[src/rtl/pwm_db_pkg.sv]
package pwm_db_pkg;

  typedef enum logic [1:0] {
    DB_POS  = 2'b00,
    DB_NEG  = 2'b01,
    DB_OFF  = 2'b10,
    DB_COMP = 2'b11
  } db_mode_e;

  // High side loses time when polarity and direction agree.
  function automatic logic shorten_high(input logic pol, input logic dir);
    return ~(pol ^ dir);
  endfunction

  // Run counter step: clear on inactive level, saturate at the limit.
  function automatic logic [15:0] run_step(input logic [15:0] cnt,
                                           input logic [15:0] lim,
                                           input logic        lvl);
    if (!lvl)            return '0;
    else if (cnt < lim)  return cnt + 16'd1;
    else                 return cnt;
  endfunction

endpackage

[src/rtl/pwm_db_cfg.sv]
module pwm_db_cfg
  import pwm_db_pkg::*;
#(
  parameter int DT_W = 8
) (
  input  logic            clk,
  input  logic            rst_n,
  input  logic            en_i,
  input  logic            pwm_i,
  input  logic [DT_W-1:0] dead_i,
  input  logic [1:0]      mode_i,
  input  logic            pol_i,
  input  logic            dir_i,
  output logic            en_q,
  output logic            pwm_q,
  output logic            pol_q,
  output logic            dir_q,
  output db_mode_e        mode_q,
  output logic [DT_W-1:0] dead_q
);

  logic cfg_load;
  assign cfg_load = ~en_i;

  always_ff @(posedge clk or negedge rst_n) begin
    if (!rst_n) begin
      en_q   <= 1'b0;
      pwm_q  <= 1'b0;
      pol_q  <= 1'b0;
      dir_q  <= 1'b0;
      mode_q <= DB_POS;
      dead_q <= '0;
    end else begin
      en_q  <= en_i;
      pwm_q <= pwm_i;
      pol_q <= pol_i;
      dir_q <= dir_i;
      if (cfg_load) begin
        mode_q <= db_mode_e'(mode_i);
        dead_q <= dead_i;
      end
    end
  end

  // configuration only moves after an edge where enable was low
  a_r6_cfg_hold: assert property (@(posedge clk) disable iff (!rst_n)
    $past(en_i) |-> ($stable(mode_q) && $stable(dead_q)));

endmodule

[src/rtl/pwm_db_run.sv]
module pwm_db_run
  import pwm_db_pkg::*;
#(
  parameter int DT_W = 8
) (
  input  logic            clk,
  input  logic            rst_n,
  input  logic            lvl_i,
  input  logic [DT_W-1:0] lim_i,
  output logic            run_o
);

  localparam int CW = 16;

  logic [DT_W-1:0] cnt_q;
  logic [CW-1:0]   cnt_ext;
  logic [CW-1:0]   lim_ext;
  logic [CW-1:0]   cnt_nxt;
  logic            reached;

  assign cnt_ext = CW'(cnt_q);
  assign lim_ext = CW'(lim_i);
  assign cnt_nxt = run_step(cnt_ext, lim_ext, lvl_i);
  assign reached = (cnt_q >= lim_i);
  assign run_o   = lvl_i & reached;

  always_ff @(posedge clk or negedge rst_n) begin
    if (!rst_n) cnt_q <= '0;
    else        cnt_q <= cnt_nxt[DT_W-1:0];
  end

  // an interrupted level always restarts the count from zero
  a_r7_restart: assert property (@(posedge clk) disable iff (!rst_n)
    !lvl_i |=> (cnt_q == '0));

  // a counter never grows while its level is absent
  a_r1_no_growth: assert property (@(posedge clk) disable iff (!rst_n)
    (cnt_q != '0) |-> $past(lvl_i));

endmodule

[src/rtl/pwm_db_steer.sv]
module pwm_db_steer
  import pwm_db_pkg::*;
(
  input  logic     clk,
  input  logic     rst_n,
  input  logic     en_q,
  input  logic     pwm_q,
  input  db_mode_e mode_q,
  input  logic     pol_q,
  input  logic     dir_q,
  input  logic     run_hi,
  input  logic     run_lo,
  output logic     gate_hi,
  output logic     gate_lo
);

  logic hi_nxt, lo_nxt;
  logic short_hi;

  assign short_hi = shorten_high(pol_q, dir_q);

  always_comb begin
    hi_nxt = 1'b0;
    lo_nxt = 1'b0;
    if (en_q) begin
      unique case (mode_q)
        DB_POS: begin
          hi_nxt = run_hi;
          lo_nxt = run_lo;
        end
        DB_NEG: begin
          hi_nxt = ~run_lo;
          lo_nxt = ~run_hi;
        end
        DB_OFF: begin
          hi_nxt = pwm_q;
          lo_nxt = ~pwm_q;
        end
        DB_COMP: begin
          if (short_hi) begin
            hi_nxt = run_hi;
            lo_nxt = ~run_hi;
          end else begin
            hi_nxt = ~run_lo;
            lo_nxt = run_lo;
          end
        end
        default: begin
          hi_nxt = 1'b0;
          lo_nxt = 1'b0;
        end
      endcase
    end
  end

  always_ff @(posedge clk or negedge rst_n) begin
    if (!rst_n) begin
      gate_hi <= 1'b0;
      gate_lo <= 1'b0;
    end else begin
      gate_hi <= hi_nxt;
      gate_lo <= lo_nxt;
    end
  end

  // compensation keeps the pair complementary
  a_r4_comp_pair: assert property (@(posedge clk) disable iff (!rst_n)
    ($past(en_q) && $past(mode_q) == DB_COMP) |-> (gate_hi != gate_lo));

endmodule

[src/rtl/pwm_deadband.sv]
module pwm_deadband
  import pwm_db_pkg::*;
#(
  parameter int DT_W = 8
) (
  input  logic            clk,
  input  logic            rst_n,
  input  logic            en,
  input  logic            pwm_in,
  input  logic [DT_W-1:0] dead_cnt,
  input  logic [1:0]      mode_sel,
  input  logic            comp_pol,
  input  logic            comp_dir,
  output logic            gate_hi,
  output logic            gate_lo
);

  localparam int NSIDE = 2;

  logic            en_q, pwm_q, pol_q, dir_q;
  db_mode_e        mode_q;
  logic [DT_W-1:0] dead_q;
  logic [NSIDE-1:0] lvl_vec;
  logic [NSIDE-1:0] run_vec;

  pwm_db_cfg #(.DT_W(DT_W)) u_cfg (
    .clk(clk), .rst_n(rst_n), .en_i(en), .pwm_i(pwm_in),
    .dead_i(dead_cnt), .mode_i(mode_sel), .pol_i(comp_pol), .dir_i(comp_dir),
    .en_q(en_q), .pwm_q(pwm_q), .pol_q(pol_q), .dir_q(dir_q),
    .mode_q(mode_q), .dead_q(dead_q)
  );

  // index 0: high-side level, index 1: low-side level
  assign lvl_vec[0] = en_q & pwm_q;
  assign lvl_vec[1] = en_q & ~pwm_q;

  for (genvar s = 0; s < NSIDE; s++) begin : g_side
    pwm_db_run #(.DT_W(DT_W)) u_run (
      .clk(clk), .rst_n(rst_n), .lvl_i(lvl_vec[s]),
      .lim_i(dead_q), .run_o(run_vec[s])
    );
  end

  pwm_db_steer u_steer (
    .clk(clk), .rst_n(rst_n), .en_q(en_q), .pwm_q(pwm_q), .mode_q(mode_q),
    .pol_q(pol_q), .dir_q(dir_q), .run_hi(run_vec[0]), .run_lo(run_vec[1]),
    .gate_hi(gate_hi), .gate_lo(gate_lo)
  );

  // positive dead time never lets both gates conduct
  a_r1_no_overlap: assert property (@(posedge clk) disable iff (!rst_n)
    ($past(mode_q) == DB_POS) |-> !(gate_hi && gate_lo));

  // negative dead time never leaves both gates off while running
  a_r2_never_both_off: assert property (@(posedge clk) disable iff (!rst_n)
    ($past(en_q) && $past(mode_q) == DB_NEG) |-> (gate_hi || gate_lo));

  // disabled dead time gives an exact complement
  a_r3_inverse: assert property (@(posedge clk) disable iff (!rst_n)
    ($past(en_q) && $past(mode_q) == DB_OFF) |-> (gate_lo == !gate_hi));

  // a disabled generator parks both gates low
  a_r8_idle_low: assert property (@(posedge clk) disable iff (!rst_n)
    !en_q |=> (!gate_hi && !gate_lo));

endmodule

[config.mk]
export PLATFORM = sky130hd
export DESIGN_NAME = pwm_deadband
export DESIGN_NICKNAME = d
export VERILOG_FILES = /design/src/rtl/pwm_db_pkg.sv /design/src/rtl/pwm_db_cfg.sv /design/src/rtl/pwm_db_run.sv /design/src/rtl/pwm_db_steer.sv /design/src/rtl/pwm_deadband.sv
export SDC_FILE = /design/constraint.sdc
export NUM_CORES = 1
export LEC_CHECK = 0
export BUFFER_PORTS_ARGS = -buffer_cell sky130_fd_sc_hd__buf_4
export CAP_MARGIN = 20
export CORE_MARGIN = 2
export CORE_UTILIZATION = 30
export CTS_BUF_LIST = sky130_fd_sc_hd__clkbuf_2
export CTS_CLUSTER_SIZE = 30
export DETAILED_ROUTE_END_ITERATION = 16
export PLACE_DENSITY_LB_ADDON = 0.05
export SETUP_SLACK_MARGIN = 0.2
export SLEW_MARGIN = 10
export SYNTH_ARGS = -nofsm -noshare
export SYNTH_HDL_FRONTEND = slang
export SYNTH_SLANG_ARGS = --single-unit
export TNS_END_PERCENT = 1
[constraint.sdc]
create_clock -name clk -period 2 [get_ports clk]
set_input_delay 0.1 -clock clk [delete_from_list [all_inputs] [get_ports clk]]
set_output_delay 0.1 -clock clk [all_outputs]
set_load 0.02 [all_outputs]
==> results.ini <==
[min_path]
min_path_type = in -> async

[synth]
ys_dominant_reg_cell = dfrtp_1
synth_top_area_share = 0.4318
synth-edff-count = 0
synth_area_mm2 = 0.001854
synth.distinct_cells = 33
synthArstFlopShare = 1.000
yosysWarnings = 0
synth_nets = 218
yosys_register_bits = 32
synthMostInstantiatedCell = dfrtp_1
yosys.area.top_type = dfrtp_1
syn_inst = 184
synth_area_leaders = dfrtp_1, ha_1, xnor2_1, mux2_2, nor2_1
synth_seq_area_share = 0.4318
avgSynthCellArea_um2 = 10.08
synth_top_cells_by_count = dfrtp_1, ha_1, nor2_1

[finish]
diodes = 0
layout-drive-gt1-share = 0.3436
nets = 260
areaGrowthSynthToFinish_pct = 36.57
utilization = 0.4252
final_area_mm2 = 0.002532

[drt]
routed_wirelength_um = 4395
drt-initial-drc-count = 46
wl_per_cell_um = 14.55
dr.pass1.iters = 4
via_count = 1498
ant_nets = 0
drcViolationCount = 0
viasPerCell = 4.960

[sta]
rsz0062_at_grt = true
relSlewSlack = 0.6829
fin_skew_ns = 0.02464
period_needed_ns = 1.910
fmax_mhz = 523.6
min_period_over_period = 0.9550
drv_slew = 0
worst-slew-pin-transition_ns = 0.4738
hold_viol_final = 0
tns_ns = 0
setup_viol = 0

[worst_setup_path]
worstPathArrival_ns = 2.21
r2r_setup_slack_ns = 0.09
cp_slowest_cell = dfrtp_1
r2r_start = u_cfg.dead_q[1]
cp_max_fo = 8
startpoint_type = register
rr_endpoint = g_side[0].u_run.cnt_q[5]
path_delay_family = simple AND/OR/NAND/NOR gates
crit_path_cell_trace = inv_2 -> ha_4 -> nor2b_4 -> o211ai_4 -> a21oi_2 -> nor4_1 -> xnor2_1 -> nor2_1
end_kind = register
rr_worst_depth = 8
cp_num_buf_inv = 1
cp.required_ns = 2.30
crit_type = reg -> reg
slowest_delay_ns = 0.45

[grt]
grt_pass1_vias = 1555
overflow = 0
grt_max_degree = 33
grt_pass1_wl_um = 7272
track_usage = 0.1435
antenna_found_initial = 0

[floorplanning]
core_mm2 = 0.005956
chipHeight_um = 82.62
start_util = 0.3113
ios = 18
die_w_um = 82.62
rows = 28
die_area_mm2 = 0.006826

[clocking]
clk_path_buf_depth = 2
cts_tree = built
insertion_delay_ns = 0.39
cts.sinks = 32
cts_buffers = 5
clockRootBuffer = clkbuf_2
clk_pin_slew_ns = 0.21
cts_max_level = 2

[place]
place.gp.congestion = 0.7506
hpwl_um = 3072
io_buffers = 17
placed_area_mm2 = 0.002097

[job]
cap_violations = 0

[pwr]
powerDensity_mw_per_mm2 = 520.3
p_leak_uw = 0.001006
peakVddDrop_mv = 0.2949

[run_status]
status = finished clean

[cell usage in the layout, fill, tap and decap left out, types with 6 or more instances in the layout]
cell | synthesis | routed
dfrtp_1 | 32 | 31
nor2_1 | 18 | 17
dlygate4sd3_1 | 0 | 15
ha_4 | 0 | 7
ha_1 | 18 | 11
nand4_1 | 8 | 8
buf_4 | 0 | 24
xnor2_1 | 14 | 14
nand2_1 | 13 | 13
a21oi_2 | 3 | 6
mux2_2 | 10 | 10
inv_1 | 12 | 10
[timing repair]
item                                   CTS  global route
gates resized for setup                  4            32
setup endpoints to repair               17            18
endpoints found under the hold margin   46             0
buffers inserted                         1             1
pin swaps                                5            12
hold buffers                            15             0
[per-layer routing]
metal | up-vias | GRT usage | wire, um
li1 | 737 | - | -
met4 | 0 | 0.04754 | 51
met3 | 5 | 0.03804 | 156
met2 | 26 | 0.2452 | 2175
met5 | - | 0 | 0
met1 | 730 | 0.1752 | 2011
[registers in the layout, summed over array words and instances, names as in the netlist]
| register | count |
|---|---|
| u_cfg.pol_q | 1 |
| u_cfg.dead_q | 8 |
| g_side.u_run.cnt_q | 16 |
| u_steer.gate_hi | 1 |
| u_steer.gate_lo | 1 |
| u_cfg.dir_q | 1 |
| u_cfg.en_q | 1 |
| u_cfg.pwm_q | 1 |
| u_cfg.mode_q | 2 |
[cell type report]
type / instances / area (um^2)
clock buffers: 5 / 25.02
clock inverters: 3 / 23.77
fillers: 599 / 3423
inverters: 12 / 45.04
multi-input cells: 136 / 1212
flip-flops and latches: 32 / 802.0
well taps: 75 / 93.84
repair buffers: 39 / 330.3
[logic make-up (layout without fill, tap and decap cells)]
logic type      after synthesis  after routing  share of synthesized area
simple gates                 64             64                     0.1788
flops                        32             32                     0.4318
compound gates               30             30                     0.1080
fa+ha+maj                    18             18                     0.1215
buf+inv                      16             59                    0.03306
xor+xnor                     14             14                    0.06613
mux                          10             10                    0.06073
[stage by stage]
step | cells | power [uW] | setup WS [ns] | hold WS, ns
after floorplan | 184 | 840.2 | 0.2246 | -0.1956
after global placement | 277 | 913.1 | 0.04512 | 0.06826
after detailed placement | 277 | 922.2 | -0.02218 | 0.07188
after CTS | 301 | 1303 | 0.03281 | 0.1554
after global routing | 302 | 1416 | -0.06480 | 0.1318
final | 302 | 1318 | 0.09001 | 0.1573
[where the power goes]
part / switching (uW) / internal, uW / total (uW)
clock network: 260 / 87.0 / 347
logic: 125 / 131 / 256
registers: 33.3 / 681 / 714
total: 418 / 899 / 1320
[worst max path at each step]
stage                        startpoint  cells after the start  slack (ns)                  endpoint
4_1_cts        g_side[0].u_run.cnt_q[1]                      7        0.03           u_steer.gate_hi
5_1_grt                 u_cfg.dead_q[5]                      7       -0.06  g_side[1].u_run.cnt_q[4]
3_3_place_gp            u_cfg.dead_q[1]                      8        0.05           u_steer.gate_hi
6_report                u_cfg.dead_q[1]                      8        0.09  g_side[0].u_run.cnt_q[5]
2_1_floorplan  g_side[0].u_run.cnt_q[1]                      7        0.22           u_steer.gate_hi
3_5_place_dp   g_side[1].u_run.cnt_q[5]                      6       -0.02           u_steer.gate_hi
Note: power is estimated with default switching activity, not from simulation.
